[config.mk]
export PLATFORM = sky130hd
export DESIGN_NAME = ntree_top
export DESIGN_NICKNAME = d
export VERILOG_FILES = /design/src/rtl/ntree_pkg.sv /design/src/rtl/ntree_rst_sync.sv /design/src/rtl/ntree_entry.sv /design/src/rtl/ntree_chain.sv /design/src/rtl/ntree_padmux.sv /design/src/rtl/ntree_top.sv
export SDC_FILE = /design/constraint.sdc
export NUM_CORES = 1
export LEC_CHECK = 0
export BUFFER_PORTS_ARGS = -buffer_cell sky130_fd_sc_hd__buf_4
export CORE_AREA = 2 2 39 41
export DETAILED_ROUTE_END_ITERATION = 8
export DIE_AREA = 0 0 41 43
export MAX_ROUTING_LAYER = met4
export PLACE_DENSITY = 0.41
export SYNTH_ARGS = -nofsm -noshare
export SYNTH_HDL_FRONTEND = slang
export SYNTH_HIERARCHICAL = 1
export SYNTH_SLANG_ARGS = --single-unit
[constraint.sdc]
create_clock -name clk -period 0.8 [get_ports clk]
set_input_delay 0.08 -clock clk [delete_from_list [all_inputs] [get_ports clk]]
set_output_delay 0.08 -clock clk [all_outputs]
set_load 0.01 [all_outputs]
[src/rtl/ntree_pkg.sv]
package ntree_pkg;

  typedef enum logic [1:0] {
    ENTRY_OPEN = 2'b00,
    ENTRY_TEST = 2'b01,
    ENTRY_SHUT = 2'b10
  } entry_state_t;

  function automatic bit needs_flip(input int n_pins);
    return (n_pins % 2) == 1;
  endfunction

endpackage

[src/rtl/ntree_rst_sync.sv]
module ntree_rst_sync #(
  parameter int STAGES = 2
) (
  input  logic clk,
  input  logic rst_n_async,
  output logic rst_n_sync
);

  localparam int LAST = STAGES - 1;

  logic [LAST:0] shift_q;
  logic [LAST:0] shift_d;

  generate
    if (STAGES == 1) begin : g_one
      assign shift_d = 1'b1;
    end else begin : g_many
      assign shift_d = {shift_q[LAST-1:0], 1'b1};
    end
  endgenerate

  always_ff @(posedge clk or negedge rst_n_async) begin
    if (!rst_n_async) shift_q <= '0;
    else              shift_q <= shift_d;
  end

  assign rst_n_sync = shift_q[LAST];

endmodule

[src/rtl/ntree_entry.sv]
module ntree_entry
  import ntree_pkg::*;
(
  input  logic clk,
  input  logic rst_n,
  input  logic test_req_i,
  input  logic cfg_wr_i,
  output logic test_active_o
);

  entry_state_t state_q;
  entry_state_t state_d;
  logic         state_en;

  always_comb begin
    state_d = state_q;
    unique case (state_q)
      ENTRY_OPEN: begin
        if (cfg_wr_i)        state_d = ENTRY_SHUT;
        else if (test_req_i) state_d = ENTRY_TEST;
      end
      ENTRY_TEST: begin
        if (cfg_wr_i) state_d = ENTRY_SHUT;
      end
      ENTRY_SHUT: state_d = ENTRY_SHUT;
      default:    state_d = ENTRY_SHUT;
    endcase
  end

  assign state_en = (state_d != state_q);

  always_ff @(posedge clk or negedge rst_n) begin
    if (!rst_n)        state_q <= ENTRY_OPEN;
    else if (state_en) state_q <= state_d;
  end

  assign test_active_o = (state_q == ENTRY_TEST);

endmodule

[src/rtl/ntree_chain.sv]
module ntree_chain
  import ntree_pkg::*;
#(
  parameter int N_PINS = 8
) (
  input  logic [N_PINS-1:0] pins_i,
  output logic              tree_o
);

  localparam bit FLIP = needs_flip(N_PINS);
  localparam int LAST = N_PINS - 1;

  logic [LAST:0] stage;

  assign stage[0] = ~pins_i[0];

  generate
    for (genvar g = 1; g < N_PINS; g++) begin : g_stage
      assign stage[g] = ~(stage[g-1] & pins_i[g]);
    end
    if (FLIP) begin : g_flip
      assign tree_o = ~stage[LAST];
    end else begin : g_pass
      assign tree_o = stage[LAST];
    end
  endgenerate

endmodule

[src/rtl/ntree_padmux.sv]
module ntree_padmux (
  input  logic test_active_i,
  input  logic tree_i,
  input  logic pad_i,
  output logic pad_o,
  output logic pad_oe_o,
  output logic core_o
);

  always_comb begin
    pad_oe_o = test_active_i;
    pad_o    = test_active_i & tree_i;
    core_o   = test_active_i ? 1'b0 : pad_i;
  end

endmodule

[src/rtl/ntree_top.sv]
module ntree_top #(
  parameter int N_PINS     = 8,
  parameter int RST_STAGES = 2
) (
  input  logic              clk,
  input  logic              rst_n,
  input  logic              test_req_i,
  input  logic              cfg_wr_i,
  input  logic [N_PINS-1:0] tree_pins_i,
  input  logic              a0_pad_i,
  output logic              a0_pad_o,
  output logic              a0_pad_oe_o,
  output logic              a0_core_o,
  output logic              test_active_o
);

  logic rst_sync_n;
  logic tree_bit;
  logic active;

  ntree_rst_sync #(.STAGES(RST_STAGES)) u_rst (
    .clk        (clk),
    .rst_n_async(rst_n),
    .rst_n_sync (rst_sync_n)
  );

  ntree_entry u_entry (
    .clk          (clk),
    .rst_n        (rst_sync_n),
    .test_req_i   (test_req_i),
    .cfg_wr_i     (cfg_wr_i),
    .test_active_o(active)
  );

  ntree_chain #(.N_PINS(N_PINS)) u_chain (
    .pins_i(tree_pins_i),
    .tree_o(tree_bit)
  );

  ntree_padmux u_mux (
    .test_active_i(active),
    .tree_i       (tree_bit),
    .pad_i        (a0_pad_i),
    .pad_o        (a0_pad_o),
    .pad_oe_o     (a0_pad_oe_o),
    .core_o       (a0_core_o)
  );

  assign test_active_o = active;

endmodule

Yosys cells after proc, flatten, opt, wreduce, memory -nomap -nowiden
Index checks and enable logic that the tools add are counted.
{ "word_totals": {"register_bits": 4, "inputBits": 13, "output_inout_bits": 4, "wordCells": 26} }
{ "op_classes": {"n_eq_ne": 2, "muxes": 5, "bitwise": 16, "reduce_logical": 1} }
{ "op_table": {"columns": ["operator", "n"], "rows": [
  ["$and A1 B1 Y1", 8],
  ["$not A1 Y1", 8],
  ["$mux W2", 3],
  ["$pmux W2 S2", 1],
  ["$eq A2 B1 Y1 const B", 1],
  ["$logic_not A2 Y1", 1],
  ["$ne A2 B2 Y1", 1],
  ["$mux W1", 1]
]} }

Longest topological paths before layout
{ "logic_depth": {"ltp_word": 16, "mapped_depth": 4, "mapped_depth_nobuf": 4} }

Cells and area by module
Netlist, hierarchy kept.
{ "modules_own_cells": {"columns": ["mod", "n_inst", "cells_per_inst", "area_each_um2", "seq_area_each_um2"], "rows": [
  ["ntree_entry", 1, 6, 77.6, 50.0],
  ["ntree_rst_sync", 1, 3, 53.8, 50.0],
  ["ntree_chain", 1, 5, 31.3, 0.0],
  ["ntree_padmux", 1, 3, 23.8, 0.0]
]} }

Least setup slack after synthesis
No wires, ideal clock.
{ "synth_path": {"kind": "reg-to-output", "from": "register u_entry.state_q[1]", "to": "output a0_core_o", "arrival_ps": 836, "t_required_ps": 720, "path_slack_ps": -116, "stages_incl_launch_ff": 3, "n_path_buf": 0, "path_cell_list": "dfrtp_1 and2b_2 and2b_2"} }
{ "synth_between": {"elab_chain_cells": 2} }
{ "synth_rtl": {"columns": ["element", "line_no", "source"], "rows": [
  ["from (decl)", "ntree_entry.sv:11", "entry_state_t state_q;"],
  ["from (signal assigned)", "ntree_entry.sv:34", "else if (state_en) state_q <= state_d;"],
  ["$eq A2 B1 Y1", "ntree_entry.sv:37", "assign test_active_o = (state_q == ENTRY_TEST);"],
  ["via test_active_o", "ntree_top.sv:14", "output logic test_active_o"],
  ["$mux W1", "ntree_padmux.sv:13", "core_o = test_active_i ? 1'b0 : pad_i;"],
  ["to (decl)", "ntree_top.sv:13", "output logic a0_core_o,"]
]} }
The timed path passes the listed nets, and every way through them passes these cells.

Final worst setup path
{ "layout_path": {"from": "register u_entry.state_q[1]", "to": "output a0_core_o"} }
{ "layout_between": {"elab_chain_cells": 2} }
{ "layout_rtl": {"columns": ["element", "line_no"], "rows": [
  ["$eq A2 B1 Y1", "ntree_entry.sv:37"],
  ["$mux W1", "ntree_padmux.sv:13"]
]} }
Every way passes these cells.

==> results.cfg <==
[worst_setup_path]
arrival_ns = 1.15
cp-start-kind = flip-flop
crit_required_ns = 0.72
crit_start = u_entry/state_q[1]$_DFFE_PN0P_
end_kind = output pin
crit_fanout = 3
regToRegStartpoint = u_entry/state_q[1]$_DFFE_PN0P_
r2r_setup_slack_ns = -0.10
critical_path_class = flip-flop to output pin

[timing]
period_minus_slack_ns = 1.23
timing.hold.ws_ns = 0.0194
fin_skew_ns = 0.00357
tns_ns = -1.66
max_freq_ghz = 0.816
rsz0062_at_grt = yes
setup_viol_count_final = 6
finalHoldViolCount = 0
timing.final.ws_setup_ns = -0.426
drv_slew = 0
finalCritPeriodShare_pct = 153

[floorplanning]
dieArea_mm2 = 0.00176
ioPinCount = 17
start_util_pct = 13.5
rows = 14
fp.dieW_um = 41
design.core.area_mm2 = 0.00138
die_h_um = 43

[synth]
ys_types = 13
ys_seq_elements = 4
syn_inst = 17
syn-num-nets = 30
yosysSeqAreaShare_pct = 53.7
syn_area_per_cell_um2 = 11.0
netlist_area_um2 = 186
yosys_warnings = 6

[route]
dr.pass1.iters = 1
via_per_inst = 3.73
drc = 0
ant_nets = 0
drt_iter0_drc = 0
finalWirelength_um = 470
drt-wirelength-per-cell_um = 8.55
num_vias = 205

[place]
dp_hpwl_um = 400
placedCellCount = 51
io_buffer_count = 16
gp_congestion = 0.511

[hold_path]
hold_path.class = flip-flop to async pin

[finish]
n_antenna_cell = 0
syn2layout_area_growth_pct = 109
drive_above_1_share_pct = 69.2
nFillCells = 152
layout_commonest_cell = buf_4
final_cell_mix = buf_4, dfrtp_1, clkbuf_4, buf_6, and2b_2
final_nets = 54
instances_no_fill = 55

[global_routing]
grt_pass1_vias = 212
grt_max_degree = 4
grt_pass1_wl_um = 696
grt_usage_pct = 7.24
antenna_found_initial = 0
grt_overflow = 0

[clock_tree]
htreeDepth = 1
cts_num_sinks = 4
path_clk_slew_ns = 0.04
cts_buffers = 3
worstSkewPairLatency_ns = 0.24
cts_max_path_buffers = 2
root_buffer = clkbuf_4
cts_tree = done

[run_status]
violations = setup timing
status = finished, violations left

[run]
max_cap_violations = 0

[power_and_ir_drop]
pwr-share-comb_pct = 13.7
internal_power_mw = 0.429
p_clk_share_pct = 46.7
swShare_pct = 19.6
netSwitchingPower_mw = 0.104
seq_power_share_pct = 39.6
p_leak_nw = 0.196
vdd.ir_drop.worst_mv = 0.568
powerDensity_mw_per_mm2 = 1370
==> repair_timing <==
item / in CTS / in global routing
cloned: 0 / 0
resized for setup: 3 / 1
setup buffers: 0 / 1
hold buffers: 1 / 0
endpoints found under the hold margin: 2 / 0
endpoints found under the setup margin: 6 / 6
pin swaps: 2 / 2
==> registers in the layout (all words and copies together), names as in the netlist <==
signal	flops
u_rst/shift_q	2
u_entry/state_q	2
==> metal layers <==
metal	part of all wire, %	GRT usage [%]	vias up
met3	17	4.71	0
met1	29	3.59	91
li1	-	-	98
met4	0	10.0	0
met5	0	-	-
met2	53	10.9	16
==> power by group through the flow <==
stage	clock network, mW	logic, mW	registers, mW
2_1_floorplan	0	0.0150	0.213
3_3_place_gp	0	0.0654	0.214
3_5_place_dp	0	0.0677	0.214
4_1_cts	0.272	0.0738	0.211
5_1_grt	0.291	0.0795	0.211
6_report	0.249	0.0730	0.211
==> critical path, cell delays in order (launching register included) <==
cell     delay [ns]
dfrtp_1        0.36
and2b_2        0.22
and2b_2        0.22
buf_6          0.11
==> stage by stage <==
stage | cell area [um2] | setup WS (ns) | power [mW] | util [%]
2_1_floorplan | 186 | -0.116 | 0.228 | -
3_3_place_gp | 342 | -0.177 | 0.279 | 24.7
3_5_place_dp | 342 | -0.189 | 0.282 | 24.7
4_1_cts | 385 | -0.446 | 0.557 | 27.8
5_1_grt | 390 | -0.484 | 0.581 | 28.2
6_report | 390 | -0.426 | 0.534 | 28.2
==> path summary, 6_finish.rpt <==
kind                                                  end  cells past startpoint
setup / recovery                                a0_core_o                      3
hold / removal             u_entry/state_q[1]$_DFFE_PN0P_                      0
setup reg to reg           u_entry/state_q[0]$_DFFE_PN0P_                      3
hold reg to reg            u_entry/state_q[1]$_DFFE_PN0P_                      0
max in group asynchronous      u_rst/shift_q[1]$_DFF_PN0_                      2
min in group clk           u_entry/state_q[0]$_DFFE_PN0P_                      3
==> area by class of cell <==
| type | instances | area (um2) | share of cell area, % |
|---|---|---|---|
| tap | 16 | 20.0 | 5.13 |
| timing repair buffer | 20 | 164 | 42.0 |
| sequential | 4 | 100 | 25.6 |
| inverter | 1 | 3.75 | 0.962 |
| clock buffer | 3 | 22.5 | 5.77 |
| multi-input combinational | 11 | 80.1 | 20.5 |
==> cells in the mapped netlist <==
library cell / count / area [um2]
a21boi_1: 1 / 7.51
a41oi_1: 1 / 8.76
and2_2: 1 / 7.51
and2b_2: 2 / 17.5
buf_4: 1 / 7.51
conb_1: 1 / 3.75
dfrtp_1: 4 / 100
inv_1: 1 / 3.75
nand2b_1: 1 / 6.26
nor2_1: 1 / 3.75
nor2_2: 1 / 6.26
o21ai_1: 1 / 5.00
or2_4: 1 / 8.76
==> kinds of logic after synthesis <==
logic type | after synthesis | synth area share [%]
compound gates | 3 | 11.4
other cells | 1 | 2.01
simple gates | 7 | 26.9
flops | 4 | 53.7
buf+inv | 2 | 6.04
Power figures use the tool's default switching activity.
